File: src/rtl/pwr_seq_pkg.sv
package pwr_seq_pkg;
  localparam int SS_W = 5;

  typedef enum logic [1:0] {CHIP_OFF = 2'b00, CHIP_STBY = 2'b01, CHIP_ACT = 2'b10} chip_e;
  typedef enum logic [1:0] {SEQ_FREE = 2'b00, SEQ_0_FIRST = 2'b01, SEQ_1_FIRST = 2'b10, SEQ_JOINT = 2'b11} seq_mode_e;
  typedef enum logic [1:0] {CH_IDLE, CH_HOLD, CH_RUN} ch_st_e;
  typedef enum logic [2:0] {LK_IDLE, LK_HOLD, LK_LEAD, LK_BOTH, LK_DOWN} lk_st_e;

  // soft-start length in half-ms units
  function automatic logic [SS_W-1:0] ss_half_ms(input logic [1:0] code);
    case (code)
      2'b00:   return SS_W'(2);
      2'b01:   return SS_W'(16);
      2'b10:   return SS_W'(1);
      default: return SS_W'(8);
    endcase
  endfunction
endpackage

File: src/rtl/pwr_seq_chan.sv
module pwr_seq_chan import pwr_seq_pkg::*; #(
  parameter int HOLD_TICKS = 20,
  parameter int CNT_W      = 8
) (
  input  logic clk_i,
  input  logic rst_ni,
  input  logic en_i,
  input  logic tick_i,
  input  logic want_i,
  input  logic uvlo_i,
  input  logic flt_i,
  input  logic fault_i,
  output logic run_o,
  output logic busy_o
);
  localparam logic [CNT_W-1:0] HOLD_LAST = CNT_W'(HOLD_TICKS - 1);

  ch_st_e st_q, st_d;
  logic [CNT_W-1:0] cnt_q, cnt_d;
  logic abort;

  always_comb begin
    abort = !en_i || uvlo_i || !want_i || (fault_i && st_q == CH_RUN);
    st_d  = st_q;
    cnt_d = cnt_q;
    case (st_q)
      CH_IDLE: if (!abort && !flt_i) begin
        st_d  = CH_HOLD;
        cnt_d = '0;
      end
      CH_HOLD: begin
        if (abort) st_d = CH_IDLE;
        else if (tick_i) begin
          if (cnt_q == HOLD_LAST) st_d = CH_RUN;
          else cnt_d = cnt_q + 1'b1;
        end
      end
      CH_RUN:  if (abort) st_d = CH_IDLE;
      default: st_d = CH_IDLE;
    endcase
  end

  always_ff @(posedge clk_i or negedge rst_ni) begin
    if (!rst_ni) begin
      st_q  <= CH_IDLE;
      cnt_q <= '0;
    end else begin
      st_q  <= st_d;
      cnt_q <= cnt_d;
    end
  end

  assign run_o  = (st_q == CH_RUN);
  assign busy_o = (st_q != CH_IDLE);
endmodule

File: src/rtl/pwr_seq_link.sv
module pwr_seq_link import pwr_seq_pkg::*; #(
  parameter int HOLD_TICKS = 20,
  parameter int CNT_W      = 8
) (
  input  logic             clk_i,
  input  logic             rst_ni,
  input  logic             en_i,
  input  logic [1:0]       mode_i,
  input  logic [CNT_W-1:0] dly_last_i,
  input  logic             tick_i,
  input  logic [1:0]       want_i,
  input  logic [1:0]       pg_i,
  input  logic             uvlo_i,
  input  logic             shut_i,
  input  logic             flt_any_i,
  input  logic             fault_hit_i,
  output logic [1:0]       run_o,
  output logic             busy_o
);
  localparam logic [CNT_W-1:0] HOLD_LAST = CNT_W'(HOLD_TICKS - 1);

  lk_st_e st_q, st_d;
  logic [CNT_W-1:0] cnt_q, cnt_d;
  logic go, kill, lead_one, lead_pg, joint;
  logic [1:0] lead_mask;

  assign go        = &want_i;
  assign kill      = !en_i || uvlo_i || shut_i || fault_hit_i;
  assign lead_one  = (mode_i == SEQ_1_FIRST);
  assign lead_pg   = lead_one ? pg_i[1] : pg_i[0];
  assign joint     = (mode_i == SEQ_JOINT);
  assign lead_mask = lead_one ? 2'b10 : 2'b01;

  always_comb begin
    st_d  = st_q;
    cnt_d = cnt_q;
    case (st_q)
      LK_IDLE: if (!kill && go && !flt_any_i) begin
        st_d  = LK_HOLD;
        cnt_d = '0;
      end
      LK_HOLD: begin
        if (kill || !go) st_d = LK_IDLE;
        else if (tick_i) begin
          if (cnt_q == HOLD_LAST) begin
            st_d  = joint ? LK_BOTH : LK_LEAD;
            cnt_d = '0;
          end else cnt_d = cnt_q + 1'b1;
        end
      end
      LK_LEAD: begin
        if (kill || !go) st_d = LK_IDLE;
        else if (!lead_pg) cnt_d = '0;            // leader dropped: restart delay
        else if (tick_i) begin
          if (cnt_q == dly_last_i) st_d = LK_BOTH;
          else cnt_d = cnt_q + 1'b1;
        end
      end
      LK_BOTH: begin
        if (kill) st_d = LK_IDLE;
        else if (!go) begin
          st_d  = joint ? LK_IDLE : LK_DOWN;
          cnt_d = '0;
        end
      end
      LK_DOWN: begin
        if (kill) st_d = LK_IDLE;
        else if (tick_i) begin
          if (cnt_q == dly_last_i) st_d = LK_IDLE;
          else cnt_d = cnt_q + 1'b1;
        end
      end
      default: st_d = LK_IDLE;
    endcase
  end

  always_ff @(posedge clk_i or negedge rst_ni) begin
    if (!rst_ni) begin
      st_q  <= LK_IDLE;
      cnt_q <= '0;
    end else begin
      st_q  <= st_d;
      cnt_q <= cnt_d;
    end
  end

  always_comb begin
    case (st_q)
      LK_BOTH:          run_o = 2'b11;
      LK_LEAD, LK_DOWN: run_o = lead_mask;
      default:          run_o = 2'b00;
    endcase
  end

  assign busy_o = (st_q != LK_IDLE);
endmodule

File: src/rtl/pwr_seq_top.sv
module pwr_seq_top import pwr_seq_pkg::*; #(
  parameter int HOLD_TICKS = 20,
  parameter int DLY_T0     = 3,
  parameter int DLY_T1     = 25,
  parameter int DLY_T2     = 50,
  parameter int DLY_T3     = 100,
  parameter int CNT_W      = 8
) (
  input  logic                 clk_i,
  input  logic                 rst_ni,
  input  logic                 tick_i,
  input  logic                 uvlo_i,
  input  logic [1:0]           en_pin_i,
  input  logic [1:0]           sw_en_i,
  input  logic [1:0]           seq_mode_i,
  input  logic [1:0]           dly_sel_i,
  input  logic [1:0]           ss_sel_i,
  input  logic [1:0]           pg_i,
  input  logic [1:0]           fault_i,
  output logic [1:0]           chip_state_o,
  output logic [1:0]           run_o,
  output logic [1:0][SS_W-1:0] ss_dur_o
);
  localparam int NCH = 2;

  logic [NCH-1:0] want, chan_run, chan_busy, fault_hit, flt_q;
  logic [1:0]     link_run;
  logic           link_busy, quiet, free;
  logic [1:0]     mode_q, mode_eff, dly_q, dly_eff, ss_q;
  logic [CNT_W-1:0] dly_last;

  assign want[0] = en_pin_i[0] & sw_en_i[0];
  assign want[1] = en_pin_i[0] & en_pin_i[1] & sw_en_i[1];

  always_comb begin
    if (!en_pin_i[0])   chip_state_o = CHIP_OFF;
    else if (|want)     chip_state_o = CHIP_ACT;
    else                chip_state_o = CHIP_STBY;
  end

  // selects are frozen while any sequencer is busy
  assign quiet    = !(|chan_busy) && !link_busy;
  assign mode_eff = quiet ? seq_mode_i : mode_q;
  assign dly_eff  = quiet ? dly_sel_i  : dly_q;
  assign free     = (mode_eff == SEQ_FREE);

  always_ff @(posedge clk_i or negedge rst_ni) begin
    if (!rst_ni) begin
      mode_q <= SEQ_FREE;
      dly_q  <= '0;
      ss_q   <= '0;
    end else if (quiet) begin
      mode_q <= seq_mode_i;
      dly_q  <= dly_sel_i;
      ss_q   <= ss_sel_i;
    end
  end

  always_comb begin
    case (dly_eff)
      2'd0:    dly_last = CNT_W'(DLY_T0 - 1);
      2'd1:    dly_last = CNT_W'(DLY_T1 - 1);
      2'd2:    dly_last = CNT_W'(DLY_T2 - 1);
      default: dly_last = CNT_W'(DLY_T3 - 1);
    endcase
  end

  assign fault_hit = fault_i & run_o;

  always_ff @(posedge clk_i or negedge rst_ni) begin
    if (!rst_ni) flt_q <= '0;
    else         flt_q <= (flt_q | fault_hit) & want;
  end

  for (genvar g = 0; g < NCH; g++) begin : g_chan
    pwr_seq_chan #(.HOLD_TICKS(HOLD_TICKS), .CNT_W(CNT_W)) u_chan (
      .clk_i   (clk_i),
      .rst_ni  (rst_ni),
      .en_i    (free),
      .tick_i  (tick_i),
      .want_i  (want[g]),
      .uvlo_i  (uvlo_i),
      .flt_i   (flt_q[g]),
      .fault_i (fault_i[g]),
      .run_o   (chan_run[g]),
      .busy_o  (chan_busy[g])
    );
  end

  pwr_seq_link #(.HOLD_TICKS(HOLD_TICKS), .CNT_W(CNT_W)) u_link (
    .clk_i       (clk_i),
    .rst_ni      (rst_ni),
    .en_i        (!free),
    .mode_i      (mode_eff),
    .dly_last_i  (dly_last),
    .tick_i      (tick_i),
    .want_i      (want),
    .pg_i        (pg_i),
    .uvlo_i      (uvlo_i),
    .shut_i      (!en_pin_i[0]),
    .flt_any_i   (|flt_q),
    .fault_hit_i (|fault_hit),
    .run_o       (link_run),
    .busy_o      (link_busy)
  );

  assign run_o = free ? chan_run : link_run;

  for (genvar g = 0; g < NCH; g++) begin : g_ss
    assign ss_dur_o[g] = run_o[g] ? ss_half_ms(ss_q) : '0;
  end
endmodule

File: config.mk
export PLATFORM = sky130hd
export DESIGN_NAME = pwr_seq_top
export DESIGN_NICKNAME = d
export VERILOG_FILES = /design/src/rtl/pwr_seq_pkg.sv /design/src/rtl/pwr_seq_chan.sv /design/src/rtl/pwr_seq_link.sv /design/src/rtl/pwr_seq_top.sv
export SDC_FILE = /design/constraint.sdc
export NUM_CORES = 1
export LEC_CHECK = 0
export CAP_MARGIN = 20
export CORE_MARGIN = 10
export CORE_UTILIZATION = 45
export DETAILED_ROUTE_END_ITERATION = 8
export DONT_BUFFER_PORTS = 1
export SETUP_SLACK_MARGIN = 0.2
export SLEW_MARGIN = 20
export SYNTH_ARGS = -nofsm -noshare
export SYNTH_HDL_FRONTEND = slang
export SYNTH_SLANG_ARGS = --single-unit
File: constraint.sdc
create_clock -name clk_i -period 3.7 [get_ports clk_i]
set_clock_uncertainty 0.05 [all_clocks]
set_input_delay 0.74 -clock clk_i [delete_from_list [all_inputs] [get_ports clk_i]]
set_output_delay 0.74 -clock clk_i [all_outputs]
set_load 0.01 [all_outputs]
# After elaboration in Yosys (flattened, before gate mapping)
# Cells that the tools add are included.
[word_totals]
elab_cells = 181
inputBits = 18
regBits = 39
[classes]
n_eq_ne = 47
n_mux = 62
bitwise_logic = 6
n_addsub = 3
reduce_logical = 53
[ops]
columns = ["cell", "n"]
rows = [
  ["8-bit two-way mux", 19],
  ["3-bit two-way mux", 14],
  ["8-bit one-hot mux with 5 select lines", 1],
  ["2-bit two-way mux", 16],
  ["8-bit one-hot mux with 2 select lines", 2],
  ["2-bit != test (second input constant)", 14],
  ["8-bit by 1-bit adder with 8-bit output (second input constant)", 3],
  ["8-bit by 5-bit equality test with 1-bit output (second input constant)", 3],
  ["7-bit one-hot mux with 3 select lines", 1],
  ["3-bit by 1-bit != test with 1-bit output (second input constant)", 6],
  ["3-bit by 2-bit != test with 1-bit output (second input constant)", 5],
  ["3-bit one-hot mux with 5 select lines", 1],
  ["5-bit one-hot mux with 3 select lines", 1],
  ["1-bit zero test", 13],
  ["2-bit equality test (second input constant)", 6],
  ["2-bit one-hot mux with 3 select lines", 2],
  ["2-bit zero test", 5],
  ["5-bit two-way mux", 2],
  ["5-bit AND reduction", 2],
  ["2-bit OR reduction", 5],
  ["1-bit logical OR", 9],
  ["9-bit AND reduction", 1],
  ["2-bit by 1-bit equality test with 1-bit output (second input constant)", 4],
  ["8-bit by 7-bit equality test with 1-bit output", 1],
  ["other kinds (18)", 35],
]

# Depth between registers and ports, before layout
# Gate-level depths: netlist (run 1).
[depth]
ltp_word = 17
mapped_depth = 12

# By module
# Synthesis (run 1) repeated with hierarchy kept, for this count alone.
[hier_totals]
cells_unflattened = 297
area_unflattened_um2 = 2899.0
[by_module_without_submodules]
columns = ["mod", "cells_each", "instances", "seq_area_each_um2", "area_each_um2"]
rows = [
  ["pwr_seq_chan", 62, 2, 250.2, 659.4],
  ["pwr_seq_link", 117, 1, 275.3, 1027.2],
  ["pwr_seq_top", 56, 1, 200.2, 553.0],
]

# Worst setup path after synthesis (run 1)
# No wires, ideal clock.
[synth_path]
path_type = "reg2reg"
start = "register g_chan[0].u_chan.st_q[1]"
end = "register u_link.st_q[1]"
path_stages_with_launch = 12
path_slack_ns = 0.183
path_buffers = 0
arrival_ns = 3.346
required_ns = 3.529
setup_ns = 0.121
cell_sequence = "dfrtp_1 > nor4_1 > nand2_1 > mux2_2 > ha_1 > nor3b_1 > nor2_1 > a2111oi_2 > o221ai_1 > a211oi_2 > o31ai_1 > a22o_1"
[synth_lines]
columns = ["element", "line", "rtl"]
rows = [
  ["from (decl)", "pwr_seq_chan.sv:18", "ch_st_e st_q, st_d;"],
  ["from (signal assigned)", "pwr_seq_chan.sv:48", "st_q <= st_d;"],
  ["2-bit nonzero test (*)", "pwr_seq_chan.sv:54", "assign busy_o = (st_q != CH_IDLE);"],
  ["2-bit OR reduction (*)", "pwr_seq_top.sv:42", "assign quiet = !(|chan_busy) && !link_busy;"],
  ["1-bit zero test (*)", "pwr_seq_top.sv:42", ""],
  ["1-bit logical AND (*)", "pwr_seq_top.sv:42", ""],
  ["2-bit two-way mux (*)", "-", ""],
  ["net dly_eff[0]", "pwr_seq_top.sv:29", "logic [1:0] mode_q, mode_eff, dly_q, dly_eff, ss_q;"],
  ["2-bit equality test (tied with other cells)", "pwr_seq_top.sv:60", "case (dly_eff)"],
  ["7-bit one-hot mux with 3 select lines (*)", "pwr_seq_top.sv:60", ""],
  ["8-bit by 7-bit equality test with 1-bit output (*)", "pwr_seq_link.sv:55, pwr_seq_link.sv:69", ""],
  ["3-bit by 1-bit != test with 1-bit output (no source line)", "-", ""],
  ["9-bit AND reduction (no source line) (*)", "-", ""],
  ["to (signal assigned)", "pwr_seq_link.sv:82", "st_q <= st_d;"],
  ["to (decl)", "pwr_seq_link.sv:22", "lk_st_e st_q, st_d;"],
]
# Mark *: on every way through the listed nets, which the timed path passes. The rest lies on a longest branch.
# A chain may end at the register's enable or synchronous reset.

==> flow_results.xml, run 1 <==
<?xml version="1.0" encoding="UTF-8"?>
<metrics>
  <group name="run_status">
    <metric name="outcome" unit="">finished, final reports clean</metric>
  </group>
  <group name="critical_path">
    <metric name="cp.arrival" unit="ns">2.62</metric>
    <metric name="start_kind" unit="">register</metric>
    <metric name="path_cells" unit="">or4_4, or4_4, and2_4, mux2_2, nor3_1</metric>
    <metric name="timing.critical_path.buf_inv" unit="">0</metric>
    <metric name="critical-path-max-stage-delay" unit="ns">0.60</metric>
    <metric name="criticalPathCategory" unit="">reg2out</metric>
    <metric name="cell_depth_of_the_worst_flop_to_flop_path" unit="">12</metric>
    <metric name="critical_path_slowest_stage_cell" unit="">or4_4</metric>
    <metric name="cpMostUsedCell" unit="">or4_4</metric>
    <metric name="r2r-end" unit="">u_link.st_q[1]</metric>
    <metric name="worst_path_dominant_cell_family" unit="">simple AND/OR/NAND/NOR gates</metric>
    <metric name="reg2reg_from" unit="">g_chan[0].u_chan.st_q[1]</metric>
    <metric name="crit_path_end_kind" unit="">primary output</metric>
    <metric name="reg2reg_setup_slack" unit="ns">0.38</metric>
    <metric name="worstPathMaxFanout" unit="">7</metric>
    <metric name="required" unit="ns">2.91</metric>
  </group>
  <group name="power">
    <metric name="leakage" unit="µW">0.00127</metric>
    <metric name="power.density" unit="nW/µm²">446</metric>
    <metric name="power.ir.vdd_worst" unit="µV">192</metric>
  </group>
  <group name="cts">
    <metric name="clk_path_buf_depth" unit="">2</metric>
    <metric name="cts-htree-levels" unit="">2</metric>
    <metric name="tritoncts_num_sinks" unit="">39</metric>
    <metric name="clock_slew_at_the_register_clock_pins_of_the_worst_setup_and_hold_paths" unit="ns">0.09</metric>
    <metric name="post_cts_hold_buffer_count" unit="">0</metric>
    <metric name="clock_tree.root_cell" unit="">clkbuf_8</metric>
    <metric name="cts_made_buffers" unit="">5</metric>
    <metric name="cts_tree" unit="">yes</metric>
    <metric name="clk_latency" unit="ns">0.30</metric>
  </group>
  <group name="sta">
    <metric name="finalMaxSlewViolations" unit="">0</metric>
    <metric name="fin_crit_sh" unit="%">92.2</metric>
    <metric name="tightestPinTransition" unit="ns">0.888</metric>
    <metric name="grt_setup_unrepaired" unit="">true</metric>
    <metric name="post-route-min-period" unit="ns">3.41</metric>
    <metric name="slew_headroom" unit="%">40.4</metric>
    <metric name="worst_hold_slack" unit="ns">0.0778</metric>
    <metric name="final-hold-violation-count" unit="">0</metric>
    <metric name="setup_total_negative_slack" unit="ns">0</metric>
    <metric name="fmax" unit="MHz">293</metric>
    <metric name="setup_viol_count_final" unit="">0</metric>
  </group>
  <group name="synthesis">
    <metric name="synth.yosys.seq_area_share" unit="%">33.7</metric>
    <metric name="yosys.area.top_type_share" unit="%">33.7</metric>
    <metric name="number_of_enable_type_register_cells_in_the_synthesized_netlist" unit="">0</metric>
    <metric name="post_synth_most_frequent_cells" unit="">dfrtp_1, nand2_1, nor2_1</metric>
    <metric name="synthMostInstantiatedCell" unit="">dfrtp_1</metric>
    <metric name="mappedNetlistArea" unit="µm²">2900</metric>
    <metric name="yosysWarningCount" unit="">0</metric>
    <metric name="synth.ff_latch_count" unit="">39</metric>
    <metric name="synth_largest_area_cell" unit="">dfrtp_1</metric>
    <metric name="yosys-top-cells-area" unit="">dfrtp_1, a22o_1, o21ai_0</metric>
    <metric name="dominantRegCellSynth" unit="">dfrtp_1</metric>
    <metric name="yosysUniqueCellTypes" unit="">65</metric>
    <metric name="synth.avg_cell_area" unit="µm²">8.49</metric>
    <metric name="netlist_instances" unit="">341</metric>
    <metric name="async_flop_share" unit="%">100</metric>
  </group>
  <group name="routing">
    <metric name="drc" unit="">0</metric>
    <metric name="drt-pass1-iter-count" unit="">4</metric>
    <metric name="drt-initial-drc-count" unit="">109</metric>
    <metric name="final_antenna_net_count" unit="">0</metric>
    <metric name="route.detailed.wl_per_inst" unit="µm">17.3</metric>
    <metric name="route.final.wire_length" unit="µm">7330</metric>
    <metric name="detailroute.via_count" unit="">2553</metric>
    <metric name="vias_per_cell" unit="">6.04</metric>
  </group>
  <group name="global_routing">
    <metric name="global_router_s_overall_resource_usage" unit="%">14.7</metric>
    <metric name="globalRouteOverflowTotal" unit="">0</metric>
    <metric name="initial_antenna_violation_count" unit="">0</metric>
    <metric name="via_count_of_the_first_global_routing_pass" unit="">2479</metric>
    <metric name="grt_first_pass_wirelength" unit="µm">12200</metric>
    <metric name="grt_max_degree" unit="">40</metric>
  </group>
  <group name="floorplanning">
    <metric name="ios" unit="">32</metric>
    <metric name="dieArea" unit="µm²">10000</metric>
    <metric name="row_count" unit="">29</metric>
    <metric name="die_w" unit="µm">100</metric>
    <metric name="die_height" unit="µm">100</metric>
    <metric name="floorplan.initialDensity" unit="%">45.9</metric>
    <metric name="placeableCoreArea" unit="µm²">6310</metric>
  </group>
  <group name="placement">
    <metric name="gpl.final_weighted_congestion" unit="">0.911</metric>
    <metric name="port_buffer_count" unit="">0</metric>
    <metric name="detailedPlacementHpwl" unit="µm">5390</metric>
  </group>
  <group name="layout">
    <metric name="layout-drive-gt1-share" unit="%">16.2</metric>
    <metric name="areaGrowthSynthToFinish" unit="%">9.85</metric>
    <metric name="antenna-diode-count" unit="">0</metric>
    <metric name="num-nets-final" unit="">368</metric>
    <metric name="nFillCells" unit="">624</metric>
  </group>
  <group name="hold_path">
    <metric name="hp-class" unit="">in2async</metric>
  </group>
  <group name="run">
    <metric name="drv.max_cap_violation_count" unit="">0</metric>
  </group>
</metrics>
## cell type report
| cell class | count | area [µm²] | share of cell area (%) |
|---|---|---|---|
| timing repair buffer | 12 | 90.1 | 2.83 |
| clock buffer | 6 | 82.6 | 2.60 |
| inverter | 12 | 45.0 | 1.42 |
| multi-input combinational | 275 | 1860 | 58.4 |
| sequential | 39 | 976 | 30.7 |
| tap | 77 | 96.3 | 3.03 |
| clock inverter | 2 | 35.0 | 1.10 |
## where the power goes
group	total (µW)	internal (µW)	leakage, µW	switching, µW
registers	528	470	0.000515	58.2
logic	510	224	0.000693	286
clock network	382	218	0.0000612	164
## worst reg2reg max path, delay by kind of cell (launching register included)
family / cells / cell delay [ns]
fa+ha+maj: 1 / 0.29
flops: 1 / 0.45
buf+inv: 1 / 0.16
compound gates: 5 / 0.92
simple gates: 5 / 1.34
## worst max-delay path by stage
stage / start / endpoint / slack, ns / cells after the start
5_1_grt: g_chan[0].u_chan.st_q[1] / u_link.st_q[0] / 0.16 / 12
3_3_place_gp: g_chan[0].u_chan.st_q[1] / u_link.st_q[0] / 0.25 / 11
2_1_floorplan: u_link.st_q[1] / u_link.st_q[1] / 0.20 / 11
6_report: g_chan[0].u_chan.st_q[1] / ss_dur_o[1] / 0.29 / 5
3_5_place_dp: g_chan[0].u_chan.st_q[1] / u_link.st_q[0] / 0.12 / 11
4_1_cts: g_chan[0].u_chan.st_q[1] / u_link.st_q[0] / 0.21 / 11
## placed cells by master, fill, tap and decap left out, types with 3 or more instances in the layout
cell type / n
a211oi_1: 3
a22o_1: 15
mux2_2: 9
nor2_1: 31
nand4_1: 3
nor2b_1: 4
o22ai_1: 3
a21o_1: 5
nor3_1: 10
buf_4: 12
o21ai_0: 21
nand3b_1: 3
or2_2: 5
o21a_1: 5
clkbuf_8: 6
nor4b_1: 6
nand2b_1: 15
inv_1: 12
a21oi_1: 8
o21ai_1: 4
o32ai_1: 3
nand2_1: 31
nand3_1: 11
ha_1: 5
or3_1: 4
a31oi_1: 6
dfrtp_1: 39
nor3b_1: 4
and3_1: 7
## kinds of logic (layout without fill, tap and decap cells)
kind of cell | count (synthesis) | after routing | synth area share, %
AOI/OAI and AO/OA | 101 | 101 | 25.1
xor gates and xnor gates | 2 | 2 | 0.605
adders and majority gates | 5 | 5 | 2.16
buffers and inverters | 28 | 32 | 4.58
DFF | 39 | 39 | 33.7
muxes | 10 | 10 | 3.84
other | 1 | 2 | 0.129
and+or+nand+nor | 155 | 155 | 29.8
## routing by layer
| layer | part of all wire, % | track usage (%) | vias to the layer above |
|---|---|---|---|
| met5 | 0 | 0 | - |
| met4 | 1.8 | 5.00 | 0 |
| met3 | 4.5 | 3.50 | 10 |
| met2 | 49 | 24.4 | 41 |
| met1 | 45 | 18.1 | 1219 |
| li1 | - | - | 1283 |
## what timing repair did
action | 4_1_cts | 5_1_grt
buffers inserted | 0 | 0
endpoints found under the setup margin | 6 | 12
resized for setup | 3 | 12
pin swaps | 0 | 3
cloned | 0 | 0
## registers in the layout (all words and copies together) (netlist names)
signal and count:
dly_q 2, u_link.cnt_q 8, flt_q 2, u_link.st_q 3
g_chan.u_chan.cnt_q 16, g_chan.u_chan.st_q 4, mode_q 2, ss_q 2
## per-stage QoR
| stage | power (µW) | area (µm²) | util, % | instances | setup slack, ns |
|---|---|---|---|---|---|
| 2_1_floorplan | 877 | 2910 | - | 342 | 0.202 |
| 3_3_place_gp | 1000 | 3010 | 47.6 | 415 | 0.254 |
| 3_5_place_dp | 1010 | 3010 | 47.6 | 415 | 0.123 |
| 4_1_cts | 1410 | 3140 | 49.7 | 423 | 0.213 |
| 5_1_grt | 1520 | 3180 | 50.4 | 423 | 0.160 |
| 6_report | 1420 | 3180 | 50.4 | 423 | 0.288 |
Note: power is estimated with default switching activity, not from simulation.
==> inputs of run 2 (changes only) <==
- clock period: 3.7 -> 4.2 ns (I/O delays scaled with it)
==> run 2 against run 1 <==
  * Setup slack better by 0.27 ns
  * Final cell count decreased by 0.95%
  * Sequential share of layout area up 0.97 points
  * Highest routed layer unchanged
  * Hold slack better by 0.11 ns
  * First-iteration DRC count up 30%
  * Flip-flop and latch count stayed put
  * Critical endpoint is now u_link.st_q[1]
  * Critical path type is now reg2reg
  * Clock power fell by 19%
  * Clock-buffer cell count is the same
  * Via count grew 1.3%
  * Global-route usage grew 0.13 points
==> flow_results.xml, run 2 (synthesis gave the netlist of run 1 again) <==
<?xml version="1.0" encoding="UTF-8"?>
<metrics>
  <group name="run_status">
    <metric name="outcome" unit="">finished, final reports clean</metric>
  </group>
  <group name="sta">
    <metric name="setup_viol_count_final" unit="">0</metric>
    <metric name="final-hold-violation-count" unit="">0</metric>
    <metric name="fin_crit_sh" unit="%">86.8</metric>
    <metric name="setup_total_negative_slack" unit="ns">0</metric>
    <metric name="grt_setup_unrepaired" unit="">false</metric>
    <metric name="fmax" unit="MHz">274</metric>
    <metric name="post-route-min-period" unit="ns">3.65</metric>
    <metric name="finalMaxSlewViolations" unit="">0</metric>
    <metric name="slew_headroom" unit="%">38.7</metric>
    <metric name="tightestPinTransition" unit="ns">0.913</metric>
    <metric name="worst_hold_slack" unit="ns">0.184</metric>
  </group>
  <group name="floorplanning">
    <metric name="floorplan.initialDensity" unit="%">45.9</metric>
    <metric name="ios" unit="">32</metric>
    <metric name="row_count" unit="">29</metric>
    <metric name="die_height" unit="µm">100</metric>
    <metric name="die_w" unit="µm">100</metric>
    <metric name="placeableCoreArea" unit="µm²">6310</metric>
    <metric name="dieArea" unit="µm²">10000</metric>
  </group>
  <group name="placement">
    <metric name="gpl.final_weighted_congestion" unit="">0.866</metric>
    <metric name="place_area" unit="µm²">2960</metric>
    <metric name="detailedPlacementHpwl" unit="µm">5460</metric>
    <metric name="port_buffer_count" unit="">0</metric>
  </group>
  <group name="routing">
    <metric name="route.final.wire_length" unit="µm">7390</metric>
    <metric name="vias_per_cell" unit="">6.17</metric>
    <metric name="drc" unit="">0</metric>
    <metric name="final_antenna_net_count" unit="">0</metric>
    <metric name="route.detailed.wl_per_inst" unit="µm">17.6</metric>
    <metric name="drt-pass1-iter-count" unit="">4</metric>
    <metric name="drt-initial-drc-count" unit="">142</metric>
    <metric name="detailroute.via_count" unit="">2587</metric>
  </group>
  <group name="cts">
    <metric name="cts_tree" unit="">yes</metric>
    <metric name="clk_latency" unit="ns">0.29</metric>
    <metric name="clk_path_buf_depth" unit="">2</metric>
    <metric name="clock_tree.root_cell" unit="">clkbuf_8</metric>
    <metric name="cts_made_buffers" unit="">5</metric>
    <metric name="clock_slew_at_the_register_clock_pins_of_the_worst_setup_and_hold_paths" unit="ns">0.08</metric>
    <metric name="cts-htree-levels" unit="">2</metric>
    <metric name="tritoncts_num_sinks" unit="">39</metric>
  </group>
  <group name="critical_path">
    <metric name="start_kind" unit="">register</metric>
    <metric name="criticalPathCategory" unit="">reg2reg</metric>
    <metric name="worstPathMaxFanout" unit="">14</metric>
    <metric name="cp.arrival" unit="ns">3.78</metric>
    <metric name="crit_path_end_kind" unit="">register</metric>
    <metric name="required" unit="ns">4.34</metric>
  </group>
  <group name="global_routing">
    <metric name="globalRouteOverflowTotal" unit="">0</metric>
    <metric name="grt_max_degree" unit="">40</metric>
    <metric name="grt_first_pass_wirelength" unit="µm">12400</metric>
    <metric name="global_router_s_overall_resource_usage" unit="%">14.8</metric>
    <metric name="via_count_of_the_first_global_routing_pass" unit="">2497</metric>
    <metric name="initial_antenna_violation_count" unit="">2</metric>
  </group>
  <group name="power">
    <metric name="p_int" unit="µW">762</metric>
    <metric name="switching_share" unit="%">35.3</metric>
    <metric name="power.density" unit="nW/µm²">381</metric>
    <metric name="pwr-share-clk" unit="%">26.2</metric>
    <metric name="power_switching" unit="µW">416</metric>
    <metric name="share_seq_of_total_power" unit="%">40.7</metric>
    <metric name="power.share.combinational" unit="%">33.1</metric>
    <metric name="leakage" unit="µW">0.00122</metric>
    <metric name="power.ir.vdd_worst" unit="µV">169</metric>
  </group>
  <group name="layout">
    <metric name="post-route-util" unit="%">48.9</metric>
    <metric name="num-nets-final" unit="">363</metric>
    <metric name="largest_register_ffs" unit="">16</metric>
    <metric name="ff_latch_area" unit="µm²">977</metric>
    <metric name="layout.cells.most_common" unit="">dfrtp_1</metric>
    <metric name="final_cell_area" unit="µm²">3090</metric>
    <metric name="nFillCells" unit="">617</metric>
    <metric name="largest_registers" unit="">g_chan.u_chan.cnt_q (16), u_link.cnt_q (8), g_chan.u_chan.st_q (4)</metric>
    <metric name="top_register" unit="">g_chan.u_chan.cnt_q</metric>
    <metric name="mostFrequentLayoutCells" unit="">dfrtp_1, nand2_1, nor2_1</metric>
    <metric name="areaGrowthSynthToFinish" unit="%">6.61</metric>
    <metric name="layout-drive-gt1-share" unit="%">12.4</metric>
    <metric name="multi_input_gate_area_in_the_final_layout" unit="µm²">1810</metric>
  </group>
  <group name="run">
    <metric name="drv.max_cap_violation_count" unit="">0</metric>
  </group>
  <group name="hold_path">
    <metric name="hp-class" unit="">in2async</metric>
  </group>
</metrics>
-- run 2: critical path, cell delays in order, from the launching register on --
cell and delay (ns):
dfrtp_1 0.55, or3_4 0.50, o21ai_0 0.20, buf_4 0.17, nand2_1 0.08, ha_1 0.30
nor3b_1 0.23, nor2_1 0.14, a2111oi_2 0.41, o221ai_1 0.26, a211oi_2 0.32, o31ai_1 0.11
a22o_1 0.23
-- run 2: path summary, 6_finish.rpt --
check	startpoint	cells past startpoint	slack [ns]	to
max	u_link.st_q[0]	12	0.55	u_link.st_q[1]
min	rst_ni	0	0.18	g_chan[0].u_chan.cnt_q[6]
max reg2reg	u_link.st_q[0]	12	0.55	u_link.st_q[1]
min reg2reg	g_chan[0].u_chan.cnt_q[1]	2	0.48	g_chan[0].u_chan.cnt_q[1]
max in group asynchronous	rst_ni	0	3.83	g_chan[1].u_chan.st_q[0]
min in group clk_i	g_chan[0].u_chan.cnt_q[1]	2	0.48	g_chan[0].u_chan.cnt_q[1]
-- run 2: what timing repair did --
action                     in CTS  in global routing
gates resized for setup         0                  5
hold buffers                    0                  0
setup endpoints to repair       0                  2
buffers inserted                0                  0
-- run 2: layout make-up --
cell class,instances,area share (%)
Tap cell,77,3.12
Clock buffer,6,2.35
Inverter,12,1.46
Multi-Input combinational cell,275,58.6
Sequential cell,39,31.6
Timing Repair Buffer,7,1.70
Antenna cell,2,0.162
Clock inverter,1,0.972
-- run 2: through the flow --
stage                     setup WS, ns  total power [µW]  cells
after floorplan                  0.683               772    342
after global placement           0.552               854    410
after detailed placement         0.460               860    410
after CTS                        0.432              1170    417
after global routing             0.224              1250    419
final                            0.554              1180    419
-- run 2: routing by layer --
layer  GRT usage (%)  vias up  part of all wire [%]
met5               0        -                     0
li1                -     1277                     -
met4            4.78        0                   1.5
met1            18.2     1249                    43
met2            25.1       48                    51
met3            3.16       13                   4.6
-- run 2: power groups by stage --
stage	logic (µW)	clock network, µW	registers (µW)
after floorplan	321	0	452
after global placement	371	0	483
after detailed placement	377	0	483
after CTS	379	317	475
after global routing	434	333	486
final	390	308	479
==> inputs of run 3 (changes only) <==
- CORE_UTILIZATION: 45 -> 41
- MAX_ROUTING_LAYER: not set -> met4
==> run 3 against run 2 <==
  * Final area is 0.73% higher
  * Utilization is 3.4 points lower
  * Critical path depth is 1 lower
  * Clock-buffer cell count stayed put
  * Critical path type unchanged
  * Largest power group unchanged
  * Combinational power hardly changed
  * Setup slack worse by 0.036 ns
  * Non-clock buffer count stayed put
  * Highest routed layer unchanged
  * Global-route usage is 1.2 points lower
  * Critical endpoint is now u_link.st_q[0]
  * First-iteration DRC count is 31% higher
  * Register-to-register slack worse by 0.04 ns
==> flow_results.xml, run 3 (synthesis gave the netlist of run 1 again) <==
<?xml version="1.0" encoding="UTF-8"?>
<metrics>
  <group name="run">
    <metric name="drv.max_cap_violation_count" unit="">0</metric>
  </group>
  <group name="power">
    <metric name="total_power" unit="µW">1200</metric>
    <metric name="power.ir.vdd_worst" unit="µV">166</metric>
    <metric name="power.density" unit="nW/µm²">385</metric>
    <metric name="leakage" unit="µW">0.00123</metric>
  </group>
  <group name="global_routing">
    <metric name="via_count_of_the_first_global_routing_pass" unit="">2353</metric>
    <metric name="met3_track_usage_gr" unit="%">3.59</metric>
    <metric name="global_router_s_overall_resource_usage" unit="%">13.6</metric>
    <metric name="grt.met1_usage" unit="%">15.5</metric>
    <metric name="initial_antenna_violation_count" unit="">2</metric>
    <metric name="top_usage_layer" unit="">met2</metric>
    <metric name="globalRouteOverflowTotal" unit="">0</metric>
    <metric name="groute.layer.met2.usage" unit="%">23.3</metric>
    <metric name="grt_max_degree" unit="">40</metric>
    <metric name="grt_first_pass_wirelength" unit="µm">12000</metric>
  </group>
  <group name="routing">
    <metric name="drc" unit="">0</metric>
    <metric name="drt-initial-drc-count" unit="">186</metric>
    <metric name="final_antenna_net_count" unit="">0</metric>
    <metric name="route.final.wire_length" unit="µm">7380</metric>
    <metric name="vias_per_cell" unit="">5.74</metric>
    <metric name="route.detailed.wl_per_inst" unit="µm">16.8</metric>
    <metric name="detailroute.via_count" unit="">2520</metric>
    <metric name="drt-pass1-iter-count" unit="">4</metric>
  </group>
  <group name="sta">
    <metric name="fmax" unit="MHz">272</metric>
    <metric name="tightestPinTransition" unit="ns">0.934</metric>
    <metric name="setup_total_negative_slack" unit="ns">0</metric>
    <metric name="fin_crit_sh" unit="%">87.7</metric>
    <metric name="grt_setup_unrepaired" unit="">false</metric>
    <metric name="post-route-min-period" unit="ns">3.68</metric>
    <metric name="final-hold-violation-count" unit="">0</metric>
    <metric name="slew_headroom" unit="%">37.3</metric>
    <metric name="setup_slack" unit="ns">0.518</metric>
    <metric name="setup_viol_count_final" unit="">0</metric>
    <metric name="finalMaxSlewViolations" unit="">0</metric>
  </group>
  <group name="critical_path">
    <metric name="path_cells" unit="">or4_4, o21ai_0, nand2_1, ha_1, nor3b_1, nor2_1, a2111oi_2, o221ai_1, nor3b_1, a2111oi_0, a211oi_1</metric>
    <metric name="start_kind" unit="">register</metric>
    <metric name="critical_path_slowest_stage_cell" unit="">or4_4</metric>
    <metric name="criticalPathCategory" unit="">reg2reg</metric>
    <metric name="r2r-end" unit="">u_link.st_q[0]</metric>
    <metric name="cp.arrival" unit="ns">3.80</metric>
    <metric name="reg2reg_from" unit="">g_chan[0].u_chan.st_q[0]</metric>
    <metric name="cell_depth_of_the_worst_flop_to_flop_path" unit="">11</metric>
    <metric name="crit_path_end_kind" unit="">register</metric>
    <metric name="critical-path-max-stage-delay" unit="ns">0.57</metric>
    <metric name="reg2reg_setup_slack" unit="ns">0.52</metric>
    <metric name="worstPathMaxFanout" unit="">15</metric>
    <metric name="cpMostUsedCell" unit="">nor3b_1</metric>
    <metric name="required" unit="ns">4.32</metric>
  </group>
  <group name="cts">
    <metric name="cts_made_buffers" unit="">5</metric>
    <metric name="cts_tree" unit="">yes</metric>
    <metric name="post_cts_hold_buffer_count" unit="">0</metric>
    <metric name="clock_tree.root_cell" unit="">clkbuf_8</metric>
    <metric name="clk_path_buf_depth" unit="">2</metric>
    <metric name="clk_latency" unit="ns">0.30</metric>
    <metric name="tritoncts_num_sinks" unit="">39</metric>
    <metric name="clock_slew_at_the_register_clock_pins_of_the_worst_setup_and_hold_paths" unit="ns">0.08</metric>
    <metric name="cts-htree-levels" unit="">2</metric>
  </group>
  <group name="floorplanning">
    <metric name="dieArea" unit="µm²">10800</metric>
    <metric name="ios" unit="">32</metric>
    <metric name="placeableCoreArea" unit="µm²">6830</metric>
    <metric name="die_w" unit="µm">104</metric>
    <metric name="die_height" unit="µm">104</metric>
    <metric name="row_count" unit="">30</metric>
    <metric name="floorplan.initialDensity" unit="%">42.4</metric>
  </group>
  <group name="run_status">
    <metric name="outcome" unit="">finished, final reports clean</metric>
  </group>
  <group name="placement">
    <metric name="gpl.final_weighted_congestion" unit="">0.862</metric>
    <metric name="port_buffer_count" unit="">0</metric>
    <metric name="pre_cts_ws" unit="ns">0.499</metric>
    <metric name="detailedPlacementHpwl" unit="µm">5400</metric>
  </group>
  <group name="layout">
    <metric name="largest_registers" unit="">g_chan.u_chan.cnt_q (16), u_link.cnt_q (8), g_chan.u_chan.st_q (4)</metric>
    <metric name="areaGrowthSynthToFinish" unit="%">7.39</metric>
    <metric name="ff_latch_area" unit="µm²">978</metric>
    <metric name="largest_register_ffs" unit="">16</metric>
    <metric name="layout.cells.most_common" unit="">dfrtp_1</metric>
    <metric name="multi_input_gate_area_in_the_final_layout" unit="µm²">1790</metric>
    <metric name="mostFrequentLayoutCells" unit="">dfrtp_1, nand2_1, nor2_1</metric>
    <metric name="top_register" unit="">g_chan.u_chan.cnt_q</metric>
    <metric name="nFillCells" unit="">730</metric>
    <metric name="num-nets-final" unit="">363</metric>
    <metric name="layout-drive-gt1-share" unit="%">12.3</metric>
  </group>
  <group name="hold_path">
    <metric name="hp-class" unit="">in2async</metric>
  </group>
</metrics>
run 3: final cells by class:
class	count	share of cell area (%)
Clock inverter	2	1.13
Timing Repair Buffer	7	1.69
Clock buffer	6	2.65
Multi-Input combinational cell	275	57.6
Antenna cell	2	0.161
Tap cell	96	3.86
Inverter	12	1.45
Sequential cell	39	31.5
run 3: where the power goes:
part / leakage, µW / switching, µW / total, µW / internal [µW]
registers: 0.000511 / 58.4 / 472 / 414
logic: 0.000660 / 221 / 391 / 170
clock network: 0.0000612 / 143 / 335 / 192
run 3: worst max-delay path, delay by kind of cell, from the launching register on:
kind | cells | cell delay [ns]
DFF | 1 | 0.51
adders and majority gates | 1 | 0.30
AOI/OAI and AO/OA | 5 | 1.39
and+or+nand+nor | 5 | 1.29
run 3: metal layers:
layer  vias to the layer above  routed length (µm)
met4                         0                  60
met2                        36                3760
met3                         5                 297
li1                       1272                   -
met5                         -                   0
met1                      1207                3250
run 3: per-stage QoR:
| step | util, % | hold WS (ns) | cells | cell area [µm²] |
|---|---|---|---|---|
| 2_1_floorplan | - | 0.416 | 342 | 2900 |
| 3_3_place_gp | 43.7 | 0.444 | 429 | 2990 |
| 3_5_place_dp | 43.7 | 0.455 | 429 | 2990 |
| 4_1_cts | 45.4 | 0.177 | 437 | 3100 |
| 5_1_grt | 45.5 | 0.154 | 439 | 3110 |
| 6_report | 45.5 | 0.179 | 439 | 3110 |
run 3: worst max-delay path by stage:
stage               slack (ns)             end  cells past startpoint                startpoint
finish                    0.52  u_link.st_q[0]                     11  g_chan[0].u_chan.st_q[0]
global route              0.18  u_link.st_q[1]                     12  g_chan[0].u_chan.st_q[0]
CTS                       0.49  u_link.st_q[1]                     12  g_chan[0].u_chan.st_q[0]
detailed placement        0.50  u_link.st_q[1]                     12  g_chan[0].u_chan.st_q[0]
global placement          0.54  u_link.st_q[0]                     12  g_chan[0].u_chan.st_q[0]
floorplan                 0.68  u_link.st_q[1]                     11  g_chan[0].u_chan.st_q[1]
run 3: what timing repair did:
action / CTS / global route
setup buffers: 0 / 0
gates resized for setup: 0 / 2
setup endpoints to repair: 0 / 2
